$ cat src/rtl/serial_rx_pkg.sv
package serial_rx_pkg;
    localparam int DATA_W = 16;
    localparam int LEN_W  = $clog2(DATA_W);
    localparam int CNT_W  = LEN_W + 1;

    typedef enum logic [1:0] {
        FMT_ZERO  = 2'b00,
        FMT_SIGN  = 2'b01,
        FMT_CODE1 = 2'b10,
        FMT_CODE2 = 2'b11
    } fmt_e;
endpackage

$ cat src/rtl/sclk_edge.sv
module sclk_edge (
    input  logic clk,
    input  logic rst_n,
    input  logic sclk,
    input  logic rise_sel,
    output logic smp_stb,
    output logic drv_stb
);
    typedef struct packed {
        logic sclk;
    } st_t;

    st_t st_d, st_q;
    logic rise, fall;

    always_comb begin
        st_d      = st_q;
        st_d.sclk = sclk;
        rise      = sclk & ~st_q.sclk;
        fall      = ~sclk & st_q.sclk;
        smp_stb   = rise_sel ? rise : fall;
        drv_stb   = rise_sel ? fall : rise;
    end

    always_ff @(posedge clk) begin
        if (!rst_n) st_q <= '0;
        else        st_q <= st_d;
    end
endmodule

$ cat src/rtl/fs_gen.sv
module fs_gen #(
    parameter int PER_W = 8
) (
    input  logic             clk,
    input  logic             rst_n,
    input  logic             enable,
    input  logic             drv_stb,
    input  logic [PER_W-1:0] period,
    output logic             fs_int
);
    typedef struct packed {
        logic [PER_W-1:0] cnt;
        logic             fs;
    } st_t;

    st_t st_d, st_q;

    always_comb begin
        st_d = st_q;
        if (!enable) begin
            st_d = '0;
        end else if (drv_stb) begin
            st_d.fs = (st_q.cnt == '0);
            if (period <= PER_W'(1) || st_q.cnt >= period - PER_W'(1))
                st_d.cnt = '0;
            else
                st_d.cnt = st_q.cnt + PER_W'(1);
        end
        fs_int = st_q.fs;
    end

    always_ff @(posedge clk) begin
        if (!rst_n) st_q <= '0;
        else        st_q <= st_d;
    end
endmodule

$ cat src/rtl/rx_shift.sv
module rx_shift
    import serial_rx_pkg::*;
(
    input  logic              clk,
    input  logic              rst_n,
    input  logic              smp_stb,
    input  logic              din,
    input  logic              fs_act,
    input  logic [LEN_W-1:0]  cfg_len,
    input  logic              lsb_first,
    input  logic              late,
    input  logic              fs_every,
    input  logic [1:0]        dtype,
    output logic              done,
    output logic [DATA_W-1:0] word
);
    typedef struct packed {
        logic              busy;
        logic [CNT_W-1:0]  nb;
        logic [DATA_W-1:0] sh;
    } st_t;

    st_t st_d, st_q;
    logic [CNT_W-1:0]  wlen, base, nbn;
    logic [DATA_W-1:0] raw;
    logic              take, sgn;

    always_comb begin
        st_d = st_q;
        wlen = {1'b0, cfg_len} + CNT_W'(1);
        take = 1'b0;
        done = 1'b0;
        base = st_q.busy ? st_q.nb : '0;
        nbn  = base + CNT_W'(1);
        if (smp_stb) begin
            if (st_q.busy) begin
                take = 1'b1;
            end else if (fs_act) begin
                st_d.busy = 1'b1;
                st_d.nb   = '0;
                take      = late;
            end
        end
        if (take) begin
            st_d.sh = lsb_first ? {din, st_q.sh[DATA_W-1:1]}
                                : {st_q.sh[DATA_W-2:0], din};
            if (nbn == wlen) begin
                done      = 1'b1;
                st_d.nb   = '0;
                st_d.busy = !fs_every || (fs_act && !late);
            end else begin
                st_d.nb   = nbn;
                st_d.busy = 1'b1;
            end
        end
        raw = lsb_first ? (st_d.sh >> (DATA_W - int'(wlen))) : st_d.sh;
        sgn = raw[cfg_len];
        for (int i = 0; i < DATA_W; i++) begin
            if (CNT_W'(i) < wlen) word[i] = raw[i];
            else                  word[i] = (fmt_e'(dtype) == FMT_SIGN) ? sgn : 1'b0;
        end
    end

    always_ff @(posedge clk) begin
        if (!rst_n) st_q <= '0;
        else        st_q <= st_d;
    end
endmodule

$ cat src/rtl/serial_rx.sv
module serial_rx
    import serial_rx_pkg::*;
(
    input  logic        clk,
    input  logic        rst_n,
    input  logic        sclk,
    input  logic        din,
    input  logic        fs_in,
    output logic        fs_out,
    input  logic [3:0]  cfg_len,
    input  logic        cfg_lsb_first,
    input  logic [1:0]  cfg_dtype,
    input  logic        cfg_int_fs,
    input  logic        cfg_fs_every,
    input  logic        cfg_fs_low,
    input  logic        cfg_late,
    input  logic        cfg_rise_edge,
    input  logic [7:0]  cfg_fs_period,
    input  logic        rd_ack,
    input  logic        ovr_clr,
    output logic [15:0] rx_data,
    output logic        rx_valid,
    output logic        rx_overrun
);
    typedef struct packed {
        logic [DATA_W-1:0] data;
        logic              valid;
        logic              pend;
        logic              ovr;
    } st_t;

    st_t st_d, st_q;
    logic smp_stb, drv_stb, fs_int, fs_act, done;
    logic [DATA_W-1:0] word;

    sclk_edge u_edge (
        .clk(clk), .rst_n(rst_n), .sclk(sclk), .rise_sel(cfg_rise_edge),
        .smp_stb(smp_stb), .drv_stb(drv_stb)
    );

    fs_gen #(.PER_W(8)) u_fsg (
        .clk(clk), .rst_n(rst_n), .enable(cfg_int_fs), .drv_stb(drv_stb),
        .period(cfg_fs_period), .fs_int(fs_int)
    );

    assign fs_act = cfg_int_fs ? fs_int : (fs_in ^ cfg_fs_low);

    rx_shift u_shift (
        .clk(clk), .rst_n(rst_n), .smp_stb(smp_stb), .din(din), .fs_act(fs_act),
        .cfg_len(cfg_len), .lsb_first(cfg_lsb_first), .late(cfg_late),
        .fs_every(cfg_fs_every), .dtype(cfg_dtype), .done(done), .word(word)
    );

    always_comb begin
        st_d       = st_q;
        st_d.valid = done;
        if (done) begin
            st_d.data = word;
            st_d.pend = 1'b1;
        end else if (rd_ack) begin
            st_d.pend = 1'b0;
        end
        if (ovr_clr)                              st_d.ovr = 1'b0;
        else if (done && st_q.pend && !rd_ack)    st_d.ovr = 1'b1;
    end

    always_ff @(posedge clk) begin
        if (!rst_n) st_q <= '0;
        else        st_q <= st_d;
    end

    assign rx_data    = st_q.data;
    assign rx_valid   = st_q.valid;
    assign rx_overrun = st_q.ovr;
    assign fs_out     = fs_int ^ cfg_fs_low;
endmodule

$ cat config.mk
export PLATFORM = sky130hd
export DESIGN_NAME = serial_rx
export DESIGN_NICKNAME = d
export VERILOG_FILES = /design/src/rtl/serial_rx_pkg.sv /design/src/rtl/sclk_edge.sv /design/src/rtl/fs_gen.sv /design/src/rtl/rx_shift.sv /design/src/rtl/serial_rx.sv
export SDC_FILE = /design/constraint.sdc
export NUM_CORES = 1
export LEC_CHECK = 0
export CAP_MARGIN = 10
export CORE_MARGIN = 4
export CORE_UTILIZATION = 46
export DETAILED_ROUTE_END_ITERATION = 16
export PLACE_DENSITY = 0.65
export SYNTH_ARGS = -nofsm -noshare
export SYNTH_HDL_FRONTEND = slang
export SYNTH_SLANG_ARGS = --single-unit
export TNS_END_PERCENT = 100
$ cat constraint.sdc
create_clock -name clk -period 5.1 [get_ports clk]
set_input_delay 1.02 -clock clk [delete_from_list [all_inputs] [get_ports clk]]
set_output_delay 1.02 -clock clk [all_outputs]
set_load 0.05 [all_outputs]
==> results of run 1 <==
[sequential cells by signal, summed over array words and instances, names as in the netlist]
name and cells:
st_q 1, u_fsg.st_q 8, u_shift.st_q 22, rx_valid 1, u_edge.st_q 1, rx_data 16, rx_overrun 1, u_fsg.fs_int 1
[layer usage]
metal	track usage, %	vias to the layer above	share of wire [%]
met4	15.5	2	5.5
met1	39.7	2797	42
met2	46.9	308	45
met5	0	-	0.065
li1	-	2715	-
met3	6.48	71	7.8
[cell families after synthesis]
group / count (synthesis) / share of synthesized area (%)
simple gates: 259 / 24.9
flops: 51 / 19.1
compound gates: 243 / 34.1
mux: 29 / 5.82
xor+xnor: 28 / 4.72
buf+inv: 82 / 8.09
fa+ha+maj: 14 / 3.27
[final cells by class]
type,instances,area share [%]
clock buffers,5,2.02
clock inverters,2,0.606
inverters,14,0.848
multi-input cells,573,62.9
flip-flops and latches,51,16.5
well taps,143,2.89
repair buffers,100,14.3
[through the flow]
step | setup WS [ns] | cell area, um2 | hold slack (ns) | power [W]
final | 0.383 | 6190 | 0.494 | 0.00120
after global routing | 0.177 | 6190 | 0.526 | 0.00125
after CTS | 0.436 | 6190 | 0.495 | 0.00120
after detailed placement | 0.123 | 6030 | 0.486 | 0.000812
after global placement | 0.122 | 6030 | 0.471 | 0.000814
after floorplan | 1.31 | 5350 | 0.455 | 0.000669
[cell usage in the layout, fill, tap and decap left out, types with 5 or more instances in the layout]
cell / instances
sky130_fd_sc_hd__a211oi_1: 16
sky130_fd_sc_hd__a21o_1: 11
sky130_fd_sc_hd__a21oi_1: 54
sky130_fd_sc_hd__a21oi_2: 8
sky130_fd_sc_hd__a22oi_1: 15
sky130_fd_sc_hd__a31o_1: 9
sky130_fd_sc_hd__a31oi_1: 5
sky130_fd_sc_hd__and2_1: 14
sky130_fd_sc_hd__buf_4: 53
sky130_fd_sc_hd__clkbuf_16: 5
sky130_fd_sc_hd__clkdlybuf4s50_1: 44
sky130_fd_sc_hd__dfxtp_1: 51
sky130_fd_sc_hd__ha_1: 14
sky130_fd_sc_hd__inv_1: 13
sky130_fd_sc_hd__mux2_2: 6
sky130_fd_sc_hd__mux2i_1: 21
sky130_fd_sc_hd__nand2_1: 51
sky130_fd_sc_hd__nand2b_1: 14
sky130_fd_sc_hd__nand3_1: 31
sky130_fd_sc_hd__nand4_1: 9
sky130_fd_sc_hd__nor2_1: 71
sky130_fd_sc_hd__nor2b_1: 8
sky130_fd_sc_hd__nor3_1: 19
sky130_fd_sc_hd__nor4_1: 6
sky130_fd_sc_hd__o211ai_1: 12
sky130_fd_sc_hd__o21a_1: 6
sky130_fd_sc_hd__o21ai_0: 24
sky130_fd_sc_hd__o21ai_1: 7
sky130_fd_sc_hd__o22ai_1: 6
sky130_fd_sc_hd__o31ai_1: 5
sky130_fd_sc_hd__o41ai_1: 5
sky130_fd_sc_hd__or2_2: 5
sky130_fd_sc_hd__xnor2_1: 14
sky130_fd_sc_hd__xor2_1: 13
[power groups by stage]
stage          registers, W  logic [W]  clock network, W
2_1_floorplan      0.000418   0.000251                 0
3_3_place_gp       0.000421   0.000393                 0
3_5_place_dp       0.000421   0.000391                 0
4_1_cts            0.000412   0.000392          0.000394
5_1_grt            0.000413   0.000428          0.000410
6_report           0.000412   0.000403          0.000383
[worst max-delay path, stage by stage]
cell and delay (ns):
sky130_fd_sc_hd__clkdlybuf4s50_1 0.48, sky130_fd_sc_hd__ha_1 0.46, sky130_fd_sc_hd__inv_2 0.16, sky130_fd_sc_hd__o211a_1 0.25, sky130_fd_sc_hd__o21ai_1 0.29, sky130_fd_sc_hd__xor2_1 0.11, sky130_fd_sc_hd__buf_4 0.19, sky130_fd_sc_hd__buf_4 0.17
sky130_fd_sc_hd__a2111oi_2 0.28, sky130_fd_sc_hd__o211ai_1 0.22, sky130_fd_sc_hd__a41oi_1 0.45, sky130_fd_sc_hd__nand2_1 0.16, sky130_fd_sc_hd__a41oi_2 0.20, sky130_fd_sc_hd__nor2_2 0.08, sky130_fd_sc_hd__buf_12 0.15, sky130_fd_sc_hd__a32o_1 0.22
[worst max-delay path by stage]
| stage | cells past startpoint | startpoint | slack [ns] | to |
|---|---|---|---|---|
| 6_report | 16 | cfg_len[0] | 0.38 | rx_data[7] |
| 5_1_grt | 16 | cfg_len[0] | 0.18 | rx_data[7] |
| 4_1_cts | 16 | cfg_len[0] | 0.44 | rx_data[7] |
| 3_5_place_dp | 16 | cfg_len[0] | 0.12 | rx_data[7] |
| 3_3_place_gp | 16 | cfg_len[0] | 0.12 | rx_data[7] |
| 2_1_floorplan | 13 | cfg_len[0] | 1.31 | rx_data[14] |
==> qor.txt, run 1 <==
total congestion overflow after global routing -> 0
Synth cell types -> 94
total number of H-tree levels -> 2
iteration-0 DRC count of the detailed router -> 622
overall fraction of global-route tracks in use -> 30.3%
Leak -> 2.28 nW
hold violation count in the final report -> 0
clock tree skew after final layout -> 0.0106 ns
HPWL reported at the end of detailed placement -> 15500 um
Worst setup EP type -> register
core outline area -> 11400 um2
height of the die -> 116 um
final setup fails -> 0
Worst Hold Path Cells -> 2
Sw Pwr -> 0.000416 W
worst vdd rail ir drop -> 0.000145 V
Sw Share -> 34.7%
number of nets in the layout -> 786
vias per cell -> 6.64
Inst Count DP -> 881
chip width -> 116 um
worst setup path class -> input pin to register
growth of design area from synthesis to finish -> 15.8%
part of the total power dissipated in the clock network -> 32.0%
antenna violations before repair -> 1
proportion of synthesized flip-flops having asynchronous set or reset -> 0%
clock latency reported for the late side of the worst-skew pair -> 0.30 ns
worst slew margin relative to its limit -> 30.9%
Critical R2R Launch -> u_shift.st_q[21]
kind of start point of the critical path -> input pin
FF+latch count, synth -> 51
clock tree from TritonCTS -> yes
number of iterations in the first detailed-routing pass -> 6
DRC violations left -> 0
Tightest Pin Transition -> 1.04 ns
share of Yosys cell area claimed by the top area cell type -> 19.1%
status -> finished, final reports clean
endpoint of the worst hold-timing path -> st_q[1]
Via Count -> 5893
number of fill cells -> 1163
Routed Antenna Nets -> 0
register-to-register setup slack -> 1.44 ns
final std cells w/o fill -> 888
summed instance area of the synthesized netlist -> 5350 um2
Core Util, Final -> 54.3%
area enclosed by the die boundary -> 13400 um2
buffers from clock root to sink, at most -> 2
maximum number of pins on one net before global-route repair -> 49
Synthesized Nets -> 747
clock-pin slew on the worst setup and hold paths -> 0.07 ns
worst-case reg-to-reg path depth -> 13
Hold Crit Start -> st_q[1]
commonest register cell after synthesis -> sky130_fd_sc_hd__dfxtp_1
most area-consuming cells after synthesis -> sky130_fd_sc_hd__dfxtp_1, sky130_fd_sc_hd__a21oi_1, sky130_fd_sc_hd__nor2_1
Final Max Slew Viols -> 0
share of power burned in registers -> 34.4%
wire length after detailed routing -> 20100 um
internal power of the cells -> 0.000783 W
maxcap violations -> 0
clock buffers created by TritonCTS -> 5
Post-synth EDFFs -> 0
register area -> 1020 um2
Pwr Density -> 194 nW/um2
Synth Warn # -> 0
capture instance of the worst register-to-register path -> rx_data[7]
setup TNS after final layout -> 0 ns
HP Class -> register to register
clock root buffer -> sky130_fd_sc_hd__clkbuf_16
number of cells upsized or downsized after cts -> 0
number of hold-repair buffers added at the cts stage -> 0
share of final-layout standard cells stronger than drive strength 1 -> 14.9%
most numerous cell in the Yosys netlist -> sky130_fd_sc_hd__nor2_1
synthesized area per cell -> 7.58 um2
via count of the first global-routing pass -> 5781
starting utilization of the core area -> 46.9%
worst path required time -> 5.29 ns
fin crit share -> 92.5%
post-synthesis instance total -> 706
final routed wire length divided by cell count -> 22.6 um
synth cell count leaders -> sky130_fd_sc_hd__nor2_1, sky130_fd_sc_hd__a21oi_1, sky130_fd_sc_hd__dfxtp_1, sky130_fd_sc_hd__nand2_1, sky130_fd_sc_hd__nand3_1
data arrival time of the critical path -> 4.91 ns
FMAX -> 0.212 GHz
proportion of power drawn by combinational gates -> 33.6%
multi-input logic area -> 3900 um2
Post-CTS Repair Setup Buffers -> 0
number of primary I/O pins -> 46
unrepaired setup endpoints after global routing -> no
critical path fanouts, max -> 15
number of sinks driven by the clock tree -> 51
total of buffers placed on input and output ports -> 45
post-layout minimum cycle time -> 4.72 ns
GP Congestion -> 1.03
ANT cells -> 0
standard-cell row count -> 39
wire length of the first global-routing pass -> 31700 um
sequential share of the synthesized area -> 19.1%
dominant cell type by area after synthesis -> sky130_fd_sc_hd__dfxtp_1
Power figures use the tool's default switching activity.
==> run 2: changes to the inputs <==
CTS_BUF_LIST = sky130_fd_sc_hd__clkbuf_8   (was unset)
==> qor.txt, run 2 (synthesis gave the netlist of run 1 again) <==
status -> finished, final reports clean (unchanged)
leading cell types in the layout, fill and taps excluded -> sky130_fd_sc_hd__nor2_1, sky130_fd_sc_hd__a21oi_1, sky130_fd_sc_hd__buf_4 (unchanged)
critical path fanouts, max -> 15 (unchanged)
iteration-0 DRC count of the detailed router -> 605 (was 622)
number of iterations in the first detailed-routing pass -> 5 (was 6)
worst setup path class -> input pin to register (unchanged)
unrepaired setup endpoints after global routing -> no (unchanged)
total of buffers placed on input and output ports -> 45 (unchanged)
wire length of the first global-routing pass -> 31700 um (about the same)
DRC violations left -> 0 (unchanged)
wire length after detailed routing -> 20100 um (about the same)
Final Max Slew Viols -> 0 (unchanged)
worst path required time -> 5.33 ns (was 5.29 ns)
core outline area -> 11400 um2 (unchanged)
antenna violations before repair -> 1 (unchanged)
Via Count -> 5836 (was 5893)
via count of the first global-routing pass -> 5793 (was 5781)
post-layout minimum cycle time -> 4.67 ns (was 4.72 ns)
worst vdd rail ir drop -> 0.000144 V (was 0.000145 V)
setup TNS after final layout -> 0 ns (unchanged)
Leak -> 2.25 nW (was 2.28 nW)
number of hold-repair buffers added at the cts stage -> 0 (unchanged)
Pwr Density -> 180 nW/um2 (was 194 nW/um2)
number of fill cells -> 1166 (was 1163)
overall fraction of global-route tracks in use -> 30.3% (about the same)
power consumption -> 0.00111 W (was 0.00120 W)
Post-CTS Repair Setup Buffers -> 0 (unchanged)
register-to-register setup slack -> 1.42 ns (was 1.44 ns)
final routed wire length divided by cell count -> 22.6 um (about the same)
area enclosed by the die boundary -> 13400 um2 (unchanged)
kind of start point of the critical path -> input pin (unchanged)
maximum number of pins on one net before global-route repair -> 49 (unchanged)
Worst setup EP type -> register (unchanged)
height of the die -> 116 um (unchanged)
number of cells upsized or downsized after cts -> 0 (unchanged)
number of nets in the layout -> 786 (unchanged)
FMAX -> 0.214 GHz (was 0.212 GHz)
HP Class -> register to register (unchanged)
most frequent standard cell in the layout excluding fill and tap cells -> sky130_fd_sc_hd__nor2_1 (unchanged)
starting utilization of the core area -> 46.9% (unchanged)
Crit path buffers/inverters -> 5 (unchanged)
data arrival time of the critical path -> 4.90 ns (was 4.91 ns)
share of final-layout standard cells stronger than drive strength 1 -> 14.9% (unchanged)
clock-pin slew on the worst setup and hold paths -> 0.10 ns (was 0.07 ns)
ANT cells -> 0 (unchanged)
multi-input logic area -> 3900 um2 (unchanged)
Routed Antenna Nets -> 0 (unchanged)
register ranked first by flip-flop count -> u_shift.st_q (unchanged)
number of flip-flops in the largest register -> 22 (unchanged)
clock tree skew after final layout -> 0.0177 ns (was 0.0106 ns)
number of sinks driven by the clock tree -> 51 (unchanged)
total congestion overflow after global routing -> 0 (unchanged)
number of primary I/O pins -> 46 (unchanged)
HPWL reported at the end of detailed placement -> 15500 um (unchanged)
clock latency reported for the late side of the worst-skew pair -> 0.33 ns (was 0.30 ns)
chip width -> 116 um (unchanged)
final setup fails -> 0 (unchanged)
Tightest Pin Transition -> 1.02 ns (was 1.04 ns)
total number of H-tree levels -> 2 (unchanged)
register area -> 1020 um2 (unchanged)
vias per cell -> 6.57 (was 6.64)
cell with the largest stage delay on the worst path -> sky130_fd_sc_hd__clkdlybuf4s50_1 (unchanged)
most numerous cell on the critical path -> sky130_fd_sc_hd__buf_4 (unchanged)
clock root buffer -> sky130_fd_sc_hd__clkbuf_8 (was sky130_fd_sc_hd__clkbuf_16)
worst slew margin relative to its limit -> 31.8% (was 30.9%)
highest cell delay on the worst timing path -> 0.48 ns (about the same)
category of cells accounting for the largest share of critical-path delay -> compound AO/OA/AOI/OAI gates (unchanged)
growth of design area from synthesis to finish -> 14.7% (was 15.8%)
clock buffers created by TritonCTS -> 5 (unchanged)
clock tree from TritonCTS -> yes (unchanged)
standard-cell row count -> 39 (unchanged)
buffers from clock root to sink, at most -> 2 (unchanged)
GP Congestion -> 1.03 (unchanged)
hold violation count in the final report -> 0 (unchanged)
cells along the critical path -> clkdlybuf4s50_1 > ha_1 > inv_2 > o211a_1 > o21ai_1 > xor2_1 > buf_4 > buf_4 > a2111oi_2 > o211ai_1 > a41oi_1 > nand2_1 > a41oi_2 > nor2_2 > buf_12 > a32o_1 (unchanged)
fin crit share -> 91.6% (was 92.5%)
maxcap violations -> 0 (unchanged)
run 2: cell counts in the layout (fill, tap and decap cells not counted):
Identical to the previous run, type by type.
run 2: area by class of cell:
type                            instances  share of cell area, %
Timing Repair Buffer                  100                   14.4
Tap cell                              143                   2.91
Inverter                               14                  0.856
Clock inverter                          2                  0.611
Sequential cell                        51                   16.6
Multi-Input combinational cell        573                   63.5
Clock buffer                            5                   1.12
run 2: final timing paths:
kind              cells past startpoint          to              from
setup / recovery                     16  rx_data[7]        cfg_len[0]
hold / removal                        2     st_q[1]           st_q[1]
setup reg to reg                     13  rx_data[7]  u_shift.st_q[21]
hold reg to reg                       2     st_q[1]           st_q[1]
run 2: per-stage QoR:
stage               utilization, %  setup WS (ns)  hold WS, ns  instance area [um2]  instances
global route                  53.8          0.223        0.530                 6140        888
CTS                           53.8          0.480        0.499                 6140        888
floorplan                        -           1.31        0.455                 5350        706
global placement              52.8          0.122        0.471                 6030        881
finish                        53.8          0.426        0.498                 6140        888
detailed placement            52.8          0.123        0.486                 6030        881
run 2: worst reg2reg max path: cells and delay by family, from the launching register on:
family	cells	cell delay [ns]
simple gates	3	0.61
flops	1	0.40
compound gates	8	2.19
buf+inv	2	0.38
run 2: routing by layer:
metal / share of wire, % / GRT usage, % / vias up
li1: - / - / 2715
met1: 42 / 39.5 / 2752
met2: 45 / 47.0 / 300
met3: 8.2 / 6.68 / 67
met4: 5.3 / 15.8 / 2
met5: 0.065 / 0 / -
run 2: power by group:
part           leakage, nW  internal [W]  switching (W)
logic                 1.79      0.000150       0.000253
registers            0.412      0.000404     0.00000847
clock network       0.0502      0.000144       0.000147
